### src/rtl/spi_mem_bridge_pkg.sv
package spi_mem_bridge_pkg;

    localparam int CMD_BITS      = 8;
    localparam int RD_DUMMY_BITS = 32;
    localparam logic [CMD_BITS-1:0] CMD_LAST_VALID = 8'h05;

    typedef enum logic [1:0] {
        ACC_NONE  = 2'd0,
        ACC_READ  = 2'd1,
        ACC_WRITE = 2'd2
    } acc_e;

    typedef enum logic [1:0] {
        SZ_16    = 2'd0,
        SZ_32    = 2'd1,
        SZ_BURST = 2'd2
    } size_e;

endpackage

### src/rtl/spi_pin_sync.sv
module spi_pin_sync #(
    parameter int STAGES = 2
) (
    input  logic clk,
    input  logic rst_n,
    input  logic sclk,
    input  logic cs_n,
    input  logic mosi,
    output logic sclk_rise,
    output logic sclk_fall,
    output logic cs_active,
    output logic mosi_s
);

    localparam int NPIN = 3;
    // pin order: [2] sclk, [1] cs_n, [0] mosi; chip select resets inactive
    localparam logic [NPIN-1:0] RST_VAL = 3'b010;

    logic [NPIN-1:0] pins_in;
    logic [NPIN-1:0] pins_s;
    logic            sclk_prev_q;

    assign pins_in = {sclk, cs_n, mosi};

    for (genvar p = 0; p < NPIN; p++) begin : g_sync
        logic [STAGES-1:0] chain_q;
        always_ff @(posedge clk) begin
            if (!rst_n) begin
                chain_q <= {STAGES{RST_VAL[p]}};
            end else begin
                chain_q <= {chain_q[STAGES-2:0], pins_in[p]};
            end
        end
        assign pins_s[p] = chain_q[STAGES-1];
    end

    always_ff @(posedge clk) begin
        if (!rst_n) begin
            sclk_prev_q <= 1'b0;
        end else begin
            sclk_prev_q <= pins_s[2];
        end
    end

    assign sclk_rise = pins_s[2] & ~sclk_prev_q;
    assign sclk_fall = ~pins_s[2] & sclk_prev_q;
    assign cs_active = ~pins_s[1];
    assign mosi_s    = pins_s[0];

endmodule

### src/rtl/spi_bridge_ctrl.sv
module spi_bridge_ctrl
    import spi_mem_bridge_pkg::*;
#(
    parameter int ADDR_W          = 32,
    parameter int DATA_BYTES      = 8,
    parameter int MAX_BURST_BYTES = 240
) (
    input  logic                    clk,
    input  logic                    rst_n,
    input  logic                    sclk_rise,
    input  logic                    sclk_fall,
    input  logic                    cs_active,
    input  logic                    mosi_s,
    output logic                    miso,
    output logic                    mem_req,
    output logic                    mem_we,
    output logic [ADDR_W-1:0]       mem_addr,
    output logic [DATA_BYTES-1:0]   mem_be,
    output logic [DATA_BYTES*8-1:0] mem_wdata,
    input  logic [DATA_BYTES*8-1:0] mem_rdata
);

    localparam int DATA_W    = DATA_BYTES * 8;
    localparam int HDR_BITS  = CMD_BITS + ADDR_W;
    localparam int RD_START  = HDR_BITS + RD_DUMMY_BITS;
    localparam int CNT_MAX_I = RD_START + MAX_BURST_BYTES * 8 + DATA_W;
    localparam int CNT_W     = $clog2(CNT_MAX_I + 1);

    localparam logic [CNT_W-1:0] CNT_MAX  = CNT_W'(CNT_MAX_I);
    localparam logic [CNT_W-1:0] CMD_C    = CNT_W'(CMD_BITS);
    localparam logic [CNT_W-1:0] HDR_C    = CNT_W'(HDR_BITS);
    localparam logic [CNT_W-1:0] HDR_LAST = CNT_W'(HDR_BITS - 1);
    localparam logic [CNT_W-1:0] RD_C     = CNT_W'(RD_START);
    localparam logic [ADDR_W-1:0] STRIDE  = ADDR_W'(DATA_BYTES);

    localparam logic [DATA_BYTES-1:0] BE_16    = {{(DATA_BYTES-2){1'b0}}, 2'b11};
    localparam logic [DATA_BYTES-1:0] BE_32    = {{(DATA_BYTES-4){1'b0}}, 4'hF};
    localparam logic [DATA_BYTES-1:0] BE_BURST = '1;

    typedef struct packed {
        logic [CNT_W-1:0]      cnt;
        logic [CMD_BITS-1:0]   cmd;
        logic [ADDR_W-1:0]     addr;
        acc_e                  acc;
        size_e                 size;
        logic [DATA_W-1:0]     rx_sr;
        logic [DATA_W-1:0]     tx_sr;
        logic [DATA_W-1:0]     rbuf;
        logic                  rd_pend;
        logic                  miso;
        logic                  req;
        logic                  we;
        logic [ADDR_W-1:0]     maddr;
        logic [DATA_W-1:0]     wdata;
        logic [DATA_BYTES-1:0] be;
    } st_t;

    st_t st_d, st_q;

    function automatic logic [DATA_BYTES-1:0] be_of(size_e s);
        case (s)
            SZ_16:   return BE_16;
            SZ_32:   return BE_32;
            default: return BE_BURST;
        endcase
    endfunction

    function automatic logic [CNT_W-1:0] bits_of(size_e s);
        case (s)
            SZ_16:   return CNT_W'(16);
            SZ_32:   return CNT_W'(32);
            default: return CNT_W'(DATA_W);
        endcase
    endfunction

    always_comb begin
        logic [DATA_W-1:0]     rx_next;
        logic [DATA_W-1:0]     word;
        logic [CNT_W-1:0]      wbits;
        logic [CNT_W-1:0]      k;
        logic [CNT_W-1:0]      pos;
        logic [DATA_BYTES-1:0] be;
        logic [ADDR_W-1:0]     hdr_addr;
        size_e                 hdr_size;

        st_d         = st_q;
        st_d.req     = 1'b0;
        st_d.rd_pend = st_q.req & ~st_q.we;
        if (st_q.rd_pend) begin
            st_d.rbuf = mem_rdata;
        end

        wbits    = bits_of(st_q.size);
        be       = be_of(st_q.size);
        rx_next  = {st_q.rx_sr[DATA_W-2:0], mosi_s};
        hdr_addr = {st_q.addr[ADDR_W-2:0], mosi_s};
        hdr_size = size_e'(st_q.cmd[2:1]);
        k        = '0;
        pos      = '0;
        word     = '0;

        if (!cs_active) begin
            st_d.cnt  = '0;
            st_d.cmd  = '0;
            st_d.acc  = ACC_NONE;
            st_d.miso = 1'b0;
        end else begin
            if (sclk_rise) begin
                st_d.rx_sr = rx_next;
                if (st_q.cnt != CNT_MAX) begin
                    st_d.cnt = st_q.cnt + 1'b1;
                end
                if (st_q.cnt < CMD_C) begin
                    st_d.cmd = {st_q.cmd[CMD_BITS-2:0], mosi_s};
                end else if (st_q.cnt < HDR_C) begin
                    st_d.addr = hdr_addr;
                end
                if (st_q.cnt == HDR_LAST) begin
                    st_d.size = hdr_size;
                    if (st_q.cmd > CMD_LAST_VALID) begin
                        st_d.acc = ACC_NONE;
                    end else if (st_q.cmd[0]) begin
                        st_d.acc = ACC_WRITE;
                    end else begin
                        st_d.acc   = ACC_READ;
                        st_d.req   = 1'b1;
                        st_d.we    = 1'b0;
                        st_d.maddr = hdr_addr;
                        st_d.be    = be_of(hdr_size);
                        st_d.addr  = hdr_addr + STRIDE;
                    end
                end
                if (st_q.acc == ACC_WRITE && st_q.cnt >= HDR_C) begin
                    k   = st_q.cnt - HDR_C;
                    pos = k & (wbits - 1'b1);
                    if (pos == wbits - 1'b1 && (st_q.size == SZ_BURST || k < wbits)) begin
                        st_d.req   = 1'b1;
                        st_d.we    = 1'b1;
                        st_d.maddr = st_q.addr;
                        st_d.be    = be;
                        st_d.addr  = st_q.addr + STRIDE;
                        for (int i = 0; i < DATA_BYTES; i++) begin
                            st_d.wdata[8*i +: 8] = be[i] ? rx_next[8*i +: 8] : 8'h00;
                        end
                    end
                end
            end
            if (sclk_fall && st_q.acc == ACC_READ && st_q.cnt >= RD_C) begin
                k   = st_q.cnt - RD_C;
                pos = k & (wbits - 1'b1);
                if (st_q.size != SZ_BURST && k >= wbits) begin
                    st_d.miso = 1'b0;
                end else if (pos == '0) begin
                    word       = st_q.rbuf << (CNT_W'(DATA_W) - wbits);
                    st_d.miso  = word[DATA_W-1];
                    st_d.tx_sr = word << 1;
                    if (st_q.size == SZ_BURST) begin
                        st_d.req   = 1'b1;
                        st_d.we    = 1'b0;
                        st_d.maddr = st_q.addr;
                        st_d.be    = BE_BURST;
                        st_d.addr  = st_q.addr + STRIDE;
                    end
                end else begin
                    st_d.miso  = st_q.tx_sr[DATA_W-1];
                    st_d.tx_sr = st_q.tx_sr << 1;
                end
            end
        end
    end

    always_ff @(posedge clk) begin
        if (!rst_n) begin
            st_q <= '0;
        end else begin
            st_q <= st_d;
        end
    end

    assign miso      = st_q.miso;
    assign mem_req   = st_q.req;
    assign mem_we    = st_q.we;
    assign mem_addr  = st_q.maddr;
    assign mem_be    = st_q.be;
    assign mem_wdata = st_q.wdata;

endmodule

### src/rtl/spi_mem_bridge.sv
module spi_mem_bridge #(
    parameter int ADDR_W          = 32,
    parameter int DATA_BYTES      = 8,
    parameter int MAX_BURST_BYTES = 240,
    parameter int SYNC_STAGES     = 2
) (
    input  logic                    clk,
    input  logic                    rst_n,
    input  logic                    spi_sclk,
    input  logic                    spi_cs_n,
    input  logic                    spi_mosi,
    output logic                    spi_miso,
    output logic                    mem_req,
    output logic                    mem_we,
    output logic [ADDR_W-1:0]       mem_addr,
    output logic [DATA_BYTES-1:0]   mem_be,
    output logic [DATA_BYTES*8-1:0] mem_wdata,
    input  logic [DATA_BYTES*8-1:0] mem_rdata
);

    logic sclk_rise;
    logic sclk_fall;
    logic cs_active;
    logic mosi_s;

    spi_pin_sync #(
        .STAGES (SYNC_STAGES)
    ) u_sync (
        .clk       (clk),
        .rst_n     (rst_n),
        .sclk      (spi_sclk),
        .cs_n      (spi_cs_n),
        .mosi      (spi_mosi),
        .sclk_rise (sclk_rise),
        .sclk_fall (sclk_fall),
        .cs_active (cs_active),
        .mosi_s    (mosi_s)
    );

    spi_bridge_ctrl #(
        .ADDR_W          (ADDR_W),
        .DATA_BYTES      (DATA_BYTES),
        .MAX_BURST_BYTES (MAX_BURST_BYTES)
    ) u_ctrl (
        .clk       (clk),
        .rst_n     (rst_n),
        .sclk_rise (sclk_rise),
        .sclk_fall (sclk_fall),
        .cs_active (cs_active),
        .mosi_s    (mosi_s),
        .miso      (spi_miso),
        .mem_req   (mem_req),
        .mem_we    (mem_we),
        .mem_addr  (mem_addr),
        .mem_be    (mem_be),
        .mem_wdata (mem_wdata),
        .mem_rdata (mem_rdata)
    );

endmodule

### config.mk
export PLATFORM = sky130hd
export DESIGN_NAME = spi_mem_bridge
export DESIGN_NICKNAME = d
export VERILOG_FILES = /design/src/rtl/spi_mem_bridge_pkg.sv /design/src/rtl/spi_pin_sync.sv /design/src/rtl/spi_bridge_ctrl.sv /design/src/rtl/spi_mem_bridge.sv
export SDC_FILE = /design/constraint.sdc
export NUM_CORES = 1
export LEC_CHECK = 0
export BUFFER_PORTS_ARGS = -buffer_cell sky130_fd_sc_hd__clkbuf_2
export CAP_MARGIN = 30
export CORE_MARGIN = 2
export CORE_UTILIZATION = 50
export CTS_CLUSTER_DIAMETER = 30
export DETAILED_ROUTE_END_ITERATION = 8
export HOLD_SLACK_MARGIN = 0.15
export PLACE_DENSITY = 0.78
export SLEW_MARGIN = 20
export SYNTH_ARGS = -nofsm -noshare
export SYNTH_HDL_FRONTEND = slang
export SYNTH_HIERARCHICAL = 1
export SYNTH_SLANG_ARGS = --single-unit
### constraint.sdc
create_clock -name clk -period 4.23 [get_ports clk]
set_input_delay 0.423 -clock clk [delete_from_list [all_inputs] [get_ports clk]]
set_output_delay 0.423 -clock clk [all_outputs]
set_load 0.01 [all_outputs]
==> summary by stage <==
Outcome
The run finished with clean final reports.

Timing
For this run, the top clock speed supported by timing is 0.2696 GHz. Setup repair after global routing left no endpoint under its margin. Adding up every negative setup slack in the final design gives 0 ns.

The final period demand of the worst path is 3.709 ns. The worst path uses 87.67% of the clock period. The final count of pins violating max slew came to 0. At the pin with the least slew margin, the transition time is 0.9548 ns. The number of endpoints failing setup at the final stage is 0. The number of hold-slack violations in the final timing report is 0. Headroom to the max-slew limit came out at 35.92%. The post-route clock skew is 0.02793 ns.

Floorplan
The area enclosed by the die boundary is 37380 um2. The count of boundary I/O pins is 176. The y dimension of the die is 193.3 um. After floorplanning, the core was divided into 69 placement rows. For this configuration, the core starts out at a cell density of 50.64%. The area inside the core boundary is 35400 um2.

The width of the die is 193.3 um.

Final layout
The post-route non-filler standard cell count is 2720. In the final layout, the share of cells above drive strength 1 is 16.95%. Cells fill 61.27% of the core in the end. The number of antenna diodes in the final layout is 0.

The growth of design area from synthesis to finish is 20.99%. The total number of nets in the final design is 2281.

Place
After detailed placement, the design holds a cell count of 2512. Port buffering added 175 buffers. The routability congestion estimate from global placement is 0.8979. The sum of net half-perimeters after detailed placement is 29140 um.

Synth
The number of different library cells in the post-synthesis netlist is 87. The largest total area in the synthesized netlist belongs to dfxtp_1. Synthesis inferred 361 register bits. The number of warnings reported in the yosys synthesis log is 6. The number of enable flip-flop cells after synthesis is 0. In the post-synthesis netlist, the biggest area contributors are dfxtp_1 40%, nand2_1 8.8%, mux2i_1 5.5%.

The number of nets handed over by synthesis was 2217. For this run, the leading register cell type out of synthesis is dfxtp_1. The library cell with the highest instance count after synthesis is nand2_1. The cell area after technology mapping is 17930 um2. A synthesized cell averages 8.408 um2. The cell count after synthesis is 2132. The area fraction of the dominant cell type after synthesis is 40.32%. The post-synthesis async set-or-reset flop share is 0%. After synthesis, flip-flops and latches occupy 40.32% of the total area. Sorting the synthesized cells by how often they occur yields 419 x nand2_1, 361 x dfxtp_1, 140 x clkbuf_1.

Clock tree
The post-CTS setup repair buffer count is 0. For this design, the sink count on the clock tree is 361. After clock tree synthesis, the clock-pin slew on the worst setup and hold paths is 0.04 ns. TritonCTS built the clock tree. The H-tree was split into 3 levels. The number of buffers created by CTS is 79. The root buffer cell chosen for the clock tree is clkbuf_16. No sink is reached through more buffers than the 3 on the longest clock path. For the worst-skew pair, the clock arrives at the later sink with an insertion delay of 0.58 ns.

Power and ir drop
The peak ir drop on the vdd network is 0.4927 mV. For this design the ratio of total power to cell area is 465.1 nW/um2. The analysis attributes to cell leakage a power of 0.008495 uW.

Global route
The initial antenna violation count is 0. Summed over all layers, the global routing overflow is 0. The largest net degree at the start of global routing is 191. The wire length of the first global-routing pass is 77850 um.

The via count of the first global-routing pass was 15430. Global routing consumed, over all layers together, 24.89% of the routing resources.

Setup path
The kind of end point of the critical path is a flip-flop. For the worst setup path, the data arrival time is 4.17 ns. The type of the worst setup path is flip-flop to flip-flop.

The worst-path cell with the longest stage delay is dfxtp_1. The critical path goes through inv_1 -> ha_1 -> inv_1 -> ha_1 -> nor4bb_1 -> o2111ai_1 -> o21ba_2 -> o211ai_2 -> buf_6 -> a21oi_1 -> o21ai_0 -> o311ai_0. STA classifies the critical path startpoint as a flip-flop. For the worst setup path, the data required time is 4.69 ns. Of all nets on the critical path, the largest fanout is 15.

The stage delay of the slowest cell on the critical path is 0.57 ns.

Route
The wire length reported by the detailed router is 48410 um. The number of detailed-routing iterations run before antenna repair is 8. The detailed router finished its first iteration with 1616 violations. In the final routed layout, each cell accounts on average for 17.80 um. The routed layout has 15990 vias. In the routed layout, each cell is associated on average with a via count of 5.880. The number of nets with antenna violations after detailed routing is 0.

The residual DRC count is 0.

Worst hold path
The type of the tightest min-delay check is primary input to flip-flop.

Flow run
The tool flagged a number of max-cap violations equal to 0.
==> worst max-delay path: cells and delay by family (launching register included) <==
family / cells / cell delay (ns)
adders and majority gates: 2 / 0.54
buffers and inverters: 3 / 0.42
and+or+nand+nor: 1 / 0.56
AOI/OAI and AO/OA: 6 / 1.51
DFF: 1 / 0.57
==> through the flow <==
stage	setup slack [ns]	power, uW	hold slack, ns	instance area (um2)
floorplan	0.2766	3572	0.3863	17930
global placement	0.4624	3625	0.3891	18160
detailed placement	0.4276	3626	0.3925	18210
CTS	0.4078	10160	0.1564	21660
global route	0.1499	10350	0.1675	21690
finish	0.5214	10090	0.1714	21690
==> area by class of cell <==
class | instances | area (um2)
clock buffers | 94 | 2167
clock inverters | 50 | 665.6
fillers | 2952 | 13710
inverters | 27 | 101.3
multi-input cells | 1453 | 9090
flip-flops and latches | 361 | 7231
well taps | 461 | 576.8
repair buffers | 274 | 1857
==> layer usage <==
metal / vias up / share of wire [%] / global-route usage, %
met4: 0 / 3.7 / 11.14
met5: - / 0 / 0
met1: 7589 / 42 / 30.68
met2: 690 / 48 / 41.89
met3: 149 / 6.6 / 5.213
li1: 7566 / - / -
==> flip-flops by register name, indices dropped and copies added (netlist names), 6 cells and up <==
name	cells
u_sync/g_sync.chain_q	6
u_ctrl/mem_addr	32
u_ctrl/st_q	247
u_ctrl/mem_wdata	64
u_ctrl/mem_be	8
==> cell families (layout without fill, tap and decap cells) <==
family / Yosys count / count (layout) / share of synthesized area (%)
xor gates and xnor gates: 20 / 20 / 1.019
adders and majority gates: 16 / 16 / 1.117
and+or+nand+nor: 779 / 779 / 19.98
muxes: 99 / 99 / 5.528
AOI/OAI and AO/OA: 539 / 539 / 22.81
DFF: 361 / 361 / 40.32
buffers and inverters: 318 / 445 / 9.227
==> repair_timing <==
action                                 in CTS  in global routing
hold buffers                               62                  0
gates resized for setup                     0                  1
setup endpoints to repair                   0                  2
endpoints found under the hold margin      62                  0
==> layout by cell type, fill, tap and decap left out, types with 7 or more instances in the layout <==
master / count
nand3_1: 105
a21o_1: 14
and2_1: 13
a22oi_1: 37
o211a_1: 64
o211ai_1: 32
buf_4: 30
nor2b_1: 75
nor3_1: 14
a22o_1: 8
ha_1: 16
nand2_1: 417
clkbuf_8: 7
xor2_1: 10
or3_1: 9
clkinv_2: 13
a21oi_1: 67
nor4_1: 8
a21boi_0: 83
dlygate4sd3_1: 62
a31oi_1: 13
a21boi_1: 50
a32oi_1: 15
xnor2_1: 9
dfxtp_1: 360
clkbuf_2: 174
nor2_1: 71
clkbuf_16: 82
o21ai_0: 47
nand4_1: 13
bufinv_16: 13
o22ai_1: 8
o2bb2ai_1: 20
inv_1: 25
o311ai_0: 21
inv_6: 11
mux2i_1: 99
==> where the power goes <==
group / switching [uW] / internal [uW]
Combinational: 92.9 / 102
Clock: 2010 / 4460
Sequential: 6.14 / 3410
==> worst paths after layout <==
| check | from | to | slack, ns | cells after the start |
|---|---|---|---|---|
| worst min register to register | u_sync/g_sync[1].chain_q[0] | u_sync/g_sync[1].chain_q[1] | 0.41 | 1 |
| worst max-delay path | u_ctrl/st_q[347] | u_ctrl/st_q[328] | 0.52 | 12 |
| worst min-delay path | mem_rdata[2] | u_ctrl/st_q[110] | 0.17 | 3 |
| worst max register to register | u_ctrl/st_q[347] | u_ctrl/st_q[328] | 0.52 | 12 |
Power figures use the tool's default switching activity.
